`src/rtl/swbox_pkg.sv`:
```
package swbox_pkg;

  // Branch slots inside one track's group of enable bits
  localparam int LEFT_STRAIGHT = 0;
  localparam int LEFT_TURN_UP  = 1;
  localparam int LEFT_TURN_DN  = 2;
  localparam int VERT_STRAIGHT = 0;
  localparam int VERT_TURN_R   = 1;

  localparam int LEFT_BITS = 3;
  localparam int VERT_BITS = 2;

  function automatic int wrapIdx(input int idx, input int off, input int n);
    return (idx + off) % n;
  endfunction

  function automatic int leftBit(input int trk, input int slot);
    return LEFT_BITS * trk + slot;
  endfunction

  function automatic int upBit(input int tracks, input int trk, input int slot);
    return LEFT_BITS * tracks + VERT_BITS * trk + slot;
  endfunction

  function automatic int dnBit(input int tracks, input int trk, input int slot);
    return (LEFT_BITS + VERT_BITS) * tracks + VERT_BITS * trk + slot;
  endfunction

endpackage

```
`src/rtl/swbox_merge.sv`:
```
module swbox_merge #(
  parameter int SRC = 3
) (
  input  logic [SRC-1:0] src,
  input  logic [SRC-1:0] en,
  output logic           pulse,
  output logic           multi
);

  logic [SRC-1:0] gated;
  assign gated = src & en;

  always_comb begin
    logic seen;
    seen  = 1'b0;
    multi = 1'b0;
    for (int s = 0; s < SRC; s++) begin
      if (gated[s]) begin
        if (seen) multi = 1'b1;
        seen = 1'b1;
      end
    end
    pulse = seen;
  end

  // several active sources still produce an output pulse
  always_comb begin
    a_r8_multi_gives_pulse: assert (!multi || pulse);
  end

endmodule

```
`src/rtl/swbox_ctrl.sv`:
```
module swbox_ctrl
  import swbox_pkg::*;
#(
  parameter int TRACKS = 2,
  localparam int CFG_W = (LEFT_BITS + 2 * VERT_BITS) * TRACKS
) (
  input  logic              clk,
  input  logic              rstN,
  input  logic              cfgValid,
  input  logic [CFG_W-1:0]  cfgWord,
  output logic [TRACKS-1:0] enLeftRight,
  output logic [TRACKS-1:0] enLeftUp,
  output logic [TRACKS-1:0] enLeftDn,
  output logic [TRACKS-1:0] enUpUp,
  output logic [TRACKS-1:0] enUpRight,
  output logic [TRACKS-1:0] enDnDn,
  output logic [TRACKS-1:0] enDnRight
);

  logic [CFG_W-1:0] cfgQ;
  logic             armed;

  always_ff @(posedge clk or negedge rstN) begin
    if (!rstN) begin
      cfgQ  <= '0;
      armed <= 1'b0;
    end else begin
      armed <= 1'b1;
      if (cfgValid) cfgQ <= cfgWord;
    end
  end

  for (genvar t = 0; t < TRACKS; t++) begin : g_decode
    assign enLeftRight[t] = cfgQ[leftBit(t, LEFT_STRAIGHT)];
    assign enLeftUp[t]    = cfgQ[leftBit(t, LEFT_TURN_UP)];
    assign enLeftDn[t]    = cfgQ[leftBit(t, LEFT_TURN_DN)];
    assign enUpUp[t]      = cfgQ[upBit(TRACKS, t, VERT_STRAIGHT)];
    assign enUpRight[t]   = cfgQ[upBit(TRACKS, t, VERT_TURN_R)];
    assign enDnDn[t]      = cfgQ[dnBit(TRACKS, t, VERT_STRAIGHT)];
    assign enDnRight[t]   = cfgQ[dnBit(TRACKS, t, VERT_TURN_R)];
  end

  // a strobed word is what the register holds afterwards
  a_r2_capture: assert property (@(posedge clk) disable iff (!rstN)
    armed && $past(cfgValid) |-> cfgQ == $past(cfgWord));

  // without the strobe the configuration stays put
  a_r2_hold: assert property (@(posedge clk) disable iff (!rstN)
    armed && !$past(cfgValid) |-> $stable(cfgQ));

endmodule

```
`src/rtl/swbox_route.sv`:
```
module swbox_route
  import swbox_pkg::*;
#(
  parameter int TRACKS = 2,
  parameter int ROT    = 1
) (
  input  logic              clk,
  input  logic              rstN,
  input  logic [TRACKS-1:0] leftIn,
  input  logic [TRACKS-1:0] upIn,
  input  logic [TRACKS-1:0] dnIn,
  input  logic [TRACKS-1:0] enLeftRight,
  input  logic [TRACKS-1:0] enLeftUp,
  input  logic [TRACKS-1:0] enLeftDn,
  input  logic [TRACKS-1:0] enUpUp,
  input  logic [TRACKS-1:0] enUpRight,
  input  logic [TRACKS-1:0] enDnDn,
  input  logic [TRACKS-1:0] enDnRight,
  output logic [TRACKS-1:0] rightOut,
  output logic [TRACKS-1:0] upOut,
  output logic [TRACKS-1:0] dnOut,
  output logic              collide
);

  localparam int BACK = TRACKS - (ROT % TRACKS);

  logic [TRACKS-1:0] rightD, upD, dnD;
  logic [TRACKS-1:0] rightMulti, upMulti, dnMulti;
  logic              armed;

  for (genvar k = 0; k < TRACKS; k++) begin : g_trk
    // source track that rotates onto track k
    localparam int SRCV = wrapIdx(k, BACK, TRACKS);

    swbox_merge #(.SRC(3)) u_right (
      .src  ({dnIn[SRCV], upIn[SRCV], leftIn[k]}),
      .en   ({enDnRight[SRCV], enUpRight[SRCV], enLeftRight[k]}),
      .pulse(rightD[k]),
      .multi(rightMulti[k])
    );

    swbox_merge #(.SRC(2)) u_top (
      .src  ({upIn[k], leftIn[SRCV]}),
      .en   ({enUpUp[k], enLeftUp[SRCV]}),
      .pulse(upD[k]),
      .multi(upMulti[k])
    );

    swbox_merge #(.SRC(2)) u_bot (
      .src  ({dnIn[k], leftIn[SRCV]}),
      .en   ({enDnDn[k], enLeftDn[SRCV]}),
      .pulse(dnD[k]),
      .multi(dnMulti[k])
    );
  end

  always_ff @(posedge clk or negedge rstN) begin
    if (!rstN) begin
      rightOut <= '0;
      upOut    <= '0;
      dnOut    <= '0;
      collide  <= 1'b0;
      armed    <= 1'b0;
    end else begin
      rightOut <= rightD;
      upOut    <= upD;
      dnOut    <= dnD;
      collide  <= |{rightMulti, upMulti, dnMulti};
      armed    <= 1'b1;
    end
  end

  // with no input pulse in the previous cycle, everything is silent
  a_r3_no_spurious: assert property (@(posedge clk) disable iff (!rstN)
    armed && !$past(|{leftIn, upIn, dnIn}) |->
      (rightOut == '0) && (upOut == '0) && (dnOut == '0) && !collide);

  // a collision is always accompanied by an output pulse
  a_r9_collide_pulses: assert property (@(posedge clk) disable iff (!rstN)
    collide |-> |{rightOut, upOut, dnOut});

  // an upward-only stimulus never shows up at the bottom
  a_r10_no_reverse: assert property (@(posedge clk) disable iff (!rstN)
    armed && !$past(|{leftIn, dnIn}) |-> dnOut == '0);

endmodule

```
`src/rtl/swbox_top.sv`:
```
module swbox_top
  import swbox_pkg::*;
#(
  parameter int TRACKS = 2,
  parameter int ROT    = 1,
  localparam int CFG_W = (LEFT_BITS + 2 * VERT_BITS) * TRACKS
) (
  input  logic              clk,
  input  logic              rstN,
  input  logic              cfgValid,
  input  logic [CFG_W-1:0]  cfgWord,
  input  logic [TRACKS-1:0] leftIn,
  input  logic [TRACKS-1:0] upIn,
  input  logic [TRACKS-1:0] dnIn,
  output logic [TRACKS-1:0] rightOut,
  output logic [TRACKS-1:0] upOut,
  output logic [TRACKS-1:0] dnOut,
  output logic              collide
);

  logic [TRACKS-1:0] enLeftRight, enLeftUp, enLeftDn;
  logic [TRACKS-1:0] enUpUp, enUpRight, enDnDn, enDnRight;

  swbox_ctrl #(.TRACKS(TRACKS)) u_ctrl (
    .clk        (clk),
    .rstN       (rstN),
    .cfgValid   (cfgValid),
    .cfgWord    (cfgWord),
    .enLeftRight(enLeftRight),
    .enLeftUp   (enLeftUp),
    .enLeftDn   (enLeftDn),
    .enUpUp     (enUpUp),
    .enUpRight  (enUpRight),
    .enDnDn     (enDnDn),
    .enDnRight  (enDnRight)
  );

  swbox_route #(.TRACKS(TRACKS), .ROT(ROT)) u_route (
    .clk        (clk),
    .rstN       (rstN),
    .leftIn     (leftIn),
    .upIn       (upIn),
    .dnIn       (dnIn),
    .enLeftRight(enLeftRight),
    .enLeftUp   (enLeftUp),
    .enLeftDn   (enLeftDn),
    .enUpUp     (enUpUp),
    .enUpRight  (enUpRight),
    .enDnDn     (enDnDn),
    .enDnRight  (enDnRight),
    .rightOut   (rightOut),
    .upOut      (upOut),
    .dnOut      (dnOut),
    .collide    (collide)
  );

endmodule

```
`config.mk`:
```
export PLATFORM = sky130hd
export DESIGN_NAME = swbox_top
export DESIGN_NICKNAME = d
export VERILOG_FILES = /design/src/rtl/swbox_pkg.sv /design/src/rtl/swbox_merge.sv /design/src/rtl/swbox_ctrl.sv /design/src/rtl/swbox_route.sv /design/src/rtl/swbox_top.sv
export SDC_FILE = /design/constraint.sdc
export NUM_CORES = 1
export LEC_CHECK = 0
export BUFFER_PORTS_ARGS = -buffer_cell sky130_fd_sc_hd__buf_4
export CORE_ASPECT_RATIO = 0.9
export CORE_MARGIN = 2
export CORE_UTILIZATION = 42
export CTS_CLUSTER_DIAMETER = 40
export CTS_CLUSTER_SIZE = 25
export DETAILED_ROUTE_END_ITERATION = 12
export PLACE_DENSITY = 0.72
export SLEW_MARGIN = 15
export SYNTH_ARGS = -nofsm -noshare
export SYNTH_HDL_FRONTEND = slang
export SYNTH_SLANG_ARGS = --single-unit
```
`constraint.sdc`:
```
create_clock -name clk -period 1.1 [get_ports clk]
set_clock_uncertainty 0.15 [all_clocks]
set_input_delay 0.275 -clock clk [delete_from_list [all_inputs] [get_ports clk]]
set_output_delay 0.275 -clock clk [all_outputs]
set_load 0.005 [all_outputs]
```
# After elaboration in Yosys (flattened, before gate mapping)
# Cells that the tools add are included.
[totals] regBits=21 latchBits=0 ramBits=0 rom_bits=0 output_inout_bits=7 elab_cells=42 mem_count=0
[classes] addsub=0 multipliers=0 n_div=0 magnitude_cmp=0 eq_ne=0 shifts=0 muxes=30 bitwise=6 n_reduce_logical=1
[op_table] op="1-bit two-way mux" n=30
[op_table] op="2-bit bitwise AND" n=4
[op_table] op="3-bit bitwise AND" n=2
[op_table] op="6-bit OR reduction" n=1

# Depth between registers and ports, before layout
[logic_depth] word_depth=7 mapped_depth=3 depth_no_buf=3

# By module
# A second synthesis with hierarchy kept.
[hier_totals] cells_unflattened=57 hier_area_um2=840.8
[modules_own_cells] module="swbox_ctrl" instances=1 cells_per_inst=29 area_each_um2=519.2
[modules_own_cells] module="swbox_route" instances=1 cells_per_inst=10 area_each_um2=188.9
[modules_own_cells] module="swbox_merge (u_route.g_trk[0].u_bot ...)" instances=4 cells_per_inst=2 area_each_um2=17.5
[modules_own_cells] module="swbox_merge (u_route.g_trk[0].u_right ...)" instances=2 cells_per_inst=5 area_each_um2=31.3

# Least setup slack after synthesis
# OpenSTA, ideal clock, no wires.
[synth_path] path_kind="flip-flop to flip-flop" from="register u_ctrl.cfgQ[0]" to="register u_route.collide" setup_ns=0.124 arrival_ns=0.911 setup_slack_ns=-0.085 stages_incl_launch_ff=4 path_buffers=0 period_less_slack_ns=1.185 path_cell_list="dfrtp_1 > a22oi_2 > o221ai_2 > a211o_1"
[synth_between] elab_chain_cells=7
[synth_rtl] item="start: declaration" line_no="swbox_ctrl.sv:20" rtl="logic [CFG_W-1:0] cfgQ;"
[synth_rtl] item="start signal: assignment" line_no="swbox_ctrl.sv:29" rtl="if (cfgValid) cfgQ <= cfgWord;"
[synth_rtl] item="3-bit bitwise AND *" line_no="swbox_merge.sv:11" rtl="assign gated = src & en;"
[synth_rtl] item="1-bit two-way mux *" line_no="swbox_merge.sv:18" rtl="if (gated[s]) begin"
[synth_rtl] item="1-bit two-way mux" line_no="swbox_merge.sv:19" rtl="if (seen) multi = 1'b1;"
[synth_rtl] item="1-bit two-way mux" line_no="swbox_merge.sv:18"
[synth_rtl] item="1-bit two-way mux" line_no="swbox_merge.sv:19"
[synth_rtl] item="1-bit two-way mux *" line_no="swbox_merge.sv:18"
[synth_rtl] item="6-bit OR reduction *" line_no="swbox_route.sv:68" rtl="collide <= |{rightMulti, upMulti, dnMulti};"
[synth_rtl] item="end signal: assignment" line_no="swbox_route.sv:68"
[synth_rtl] item="end: declaration" line_no="swbox_route.sv:22" rtl="output logic collide"
# Mark *: on every way between the ends. The rest lies on a longest branch, timed or not.
# A chain may end at the register's enable or synchronous reset.

# Worst setup path after layout
[layout_path] from="register u_ctrl.cfgQ[7]" to="register u_route.collide"
[layout_between] elab_chain_cells=5
[layout_rtl] item="3-bit bitwise AND *" line_no="swbox_merge.sv:11"
[layout_rtl] item="1-bit two-way mux" line_no="swbox_merge.sv:18"
[layout_rtl] item="1-bit two-way mux" line_no="swbox_merge.sv:19"
[layout_rtl] item="1-bit two-way mux *" line_no="swbox_merge.sv:18"
[layout_rtl] item="6-bit OR reduction *" line_no="swbox_route.sv:68"
# Marked as above.

==> results.md <==
- Diodes inserted: 0
- drt wl/cell: 12.5 um
- flip-flop cell with the highest count after synthesis: sky130_fd_sc_hd__dfrtp_1
- Critical Setup Path Class: reg2reg
- weighted congestion reported at the end of routability-driven placement: 0.834
- Synth area leaders: sky130_fd_sc_hd__dfrtp_1 63%, sky130_fd_sc_hd__mux2_2 19%, sky130_fd_sc_hd__nand2_1 4.0%
- fill count: 151
- final period demand of the worst path: 1.26 ns
- Avg Inst Size Synth: 14.7 um2
- proportion of netlist area held by the largest area contributor: 62.9%
- longest individual stage delay on the worst path: 0.44 ns
- highest-delay cell along the critical path: sky130_fd_sc_hd__dfrtp_1
- portion of the clock cycle consumed by the worst path in the final layout: 115%
- library cell occupying the most area in the post-synthesis netlist: sky130_fd_sc_hd__dfrtp_1
- remaining antenna violation count after routing: 0
- uppermost layer routed: met4
- Die Footprint: 2360 um2
- count of synthesis-stage warnings from yosys: 0
- signed area change from the synthesized netlist to the final layout: 42.1%
- ratio of cells with drive above 1 in the final layout: 61.5%
- remaining max-slew budget at the tightest pin: 83.2%
- metal1 wirelength: 639 um
- share of the yosys chip area belonging to registers: 62.9%
- clk sink count: 21
- total half-perimeter wirelength after legalization and detailed placement: 1220 um
- worst path cell trace: a22oi_2 -> o22ai_1 -> a211o_1
- critical path required time: 1.15 ns
- post-route cell area: 1190 um2
- Initial DRT Pass Iterations: 4
- clock tree root buffer cell: sky130_fd_sc_hd__clkbuf_4
- row count: 15
- total power divided by cell area: 1350 nW/um2
- startpoint class of the critical path: flop
- number of H-tree levels: 1
- total power after layout: 0.00160 W
- Initial Util: 44.1%
- routed vias/inst: 5.12
- source-to-sink clock delay at the later pin of the worst-skew pair: 0.30 ns
- FF+latch area: 526 um2
- CTS max path bufs: 2
- max-slew violations: 0
- via count of the routed design: 619
- CP endpoint kind: flop
- top cells by count, synth: 21 x sky130_fd_sc_hd__dfrtp_1, 14 x sky130_fd_sc_hd__mux2_2, 9 x sky130_fd_sc_hd__nand2_1
- leakage power of the design: 0.564 nW
- synthesized netlist net count: 80
- Met3 Routed Length: 77 um
- Post-Synthesis Cell Area: 836 um2
- slew at the pin closest to its max-slew limit: 0.253 ns
- least setup slack across all paths after layout: -0.160 ns
- largest net degree at the start of global routing: 22
- worst min-delay path category: in2reg
- core area: 1900 um2
- total I/O pin count: 30
- Routed WL: 1510 um
- arrival time of the worst setup path: 1.31 ns
- metal2 WL: 774 um
- worst IR drop on VDD: 0.000768 V
- clock-pin slew of the registers on the worst-case setup and hold paths: 0.12 ns
- number of buffers and inverters on the critical path: 0
- number of endpoints failing setup at the final stage: 8
- highest achievable clock rate: 794 MHz
- drc violations: 0
- setup repair after global routing missed its margin: yes
- CTS buffer count: 3
- multi-input gate area in the final layout: 304 um2
- TritonCTS clock tree: built
- Post-synth EDFFs: 0
- total global-route track usage: 15.3%
- Post-Synthesis Cells: 57
- Die X-Extent: 51.0 um
- library cell with the highest instance count after synthesis: sky130_fd_sc_hd__dfrtp_1
- antenna violations before repair: 0
- distinct cell type count of the synthesized netlist: 13
- Die Y: 46.3 um
- ys async rst share: 100%
- Synth Register Bits: 21
- IO Port Bufs: 29
- outcome: finished with violations
- total placed instance area: 1120 um2
- Final nets: 120
- number of global-route vias before repair: 606
- max-cap viol count: 0
- Critical Path Fanout Max: 3
- Largest delay share family, worst path: compound AO/OA/AOI/OAI gates
- global-route wire length before repair: 2570 um
- 1st-iter DRT viols: 8
- global route total overflow: 0
- violations in the final reports: negative setup slack
- hold violation total from the final report: 0
[flip-flops by register name, summed over array words and instances (netlist names)]
signal            cells
u_route.collide       1
u_ctrl.cfgQ          14
u_route.rightOut      2
u_route.dnOut         2
u_route.upOut         2
[placed cells by master (no fill, tap or decap), drive strengths merged]
cell type and n:
clkinv 1, nand2 9, buf 35, a22oi 3, o221ai 1, a22o 3, nand4 1, mux2 14
a211o 1, dlygate4sd3 1, nand3 2, dfrtp 21, o22ai 1, clkbuf 3
[cell type report]
class                   instances  area share [%]
flip-flops and latches         21            44.3
multi-input cells              35            25.6
repair buffers                 36            25.2
well taps                      25            2.63
clock buffers                   3            1.90
clock inverters                 1           0.421
[layer usage]
| layer | global-route usage (%) | vias to the layer above |
|---|---|---|
| met5 | 0 | - |
| met4 | 7.57 | 0 |
| met3 | 4.22 | 2 |
| met2 | 25.7 | 22 |
| met1 | 18.4 | 304 |
| li1 | - | 291 |
[cells by family after synthesis]
group | after synthesis | synth area share (%)
AO/OA/AOI/OAI | 9 | 10.9
buffers and inverters | 1 | 1.35
flip-flops | 21 | 62.9
multiplexers | 14 | 18.9
AND/OR/NAND/NOR | 12 | 5.99
[stage by stage]
stage	instances	TNS (ns)	hold slack [ns]	utilization (%)	setup slack, ns
final	121	-1.08	0.0433	62.6	-0.160
after global placement	116	-0.132	0.0171	59.0	-0.114
after detailed placement	116	-0.201	0.0176	59.0	-0.153
after floorplan	57	-0.0617	-0.171	-	-0.0617
after CTS	121	-1.13	0.0360	62.6	-0.155
after global routing	121	-1.42	0.0148	62.6	-0.201
[path summary, 6_finish.rpt]
path	start	to	slack [ns]	cells after the start
max	u_ctrl.cfgQ[7]$_DFFE_PN0P_	u_route.collide$_DFF_PN0_	-0.16	3
min	cfgWord[12]	u_ctrl.cfgQ[12]$_DFFE_PN0P_	0.04	2
max reg2reg	u_ctrl.cfgQ[7]$_DFFE_PN0P_	u_route.collide$_DFF_PN0_	-0.16	3
min reg2reg	u_ctrl.cfgQ[11]$_DFFE_PN0P_	u_ctrl.cfgQ[11]$_DFFE_PN0P_	0.37	1
max in group asynchronous	rstN	u_ctrl.cfgQ[3]$_DFFE_PN0P_	0.37	2
min in group asynchronous	rstN	u_route.upOut[0]$_DFF_PN0_	0.22	2
[where the power goes]
group	switching, W	leakage [nW]	internal, W
Clock	0.000235	0.0177	0.000136
Sequential	0.0000555	0.246	0.000856
Combinational	0.000105	0.300	0.000218
Total	0.000395	0.564	0.00121
[repair_timing]
item                                   in CTS  in global routing
endpoints found under the hold margin      21                  0
hold buffers                                1                  0
cloned                                      0                  0
setup endpoints to repair                   8                  8
buffers inserted                            0                  0
resized for setup                           8                  0
No activity file was read; power rests on OpenSTA's default activity.
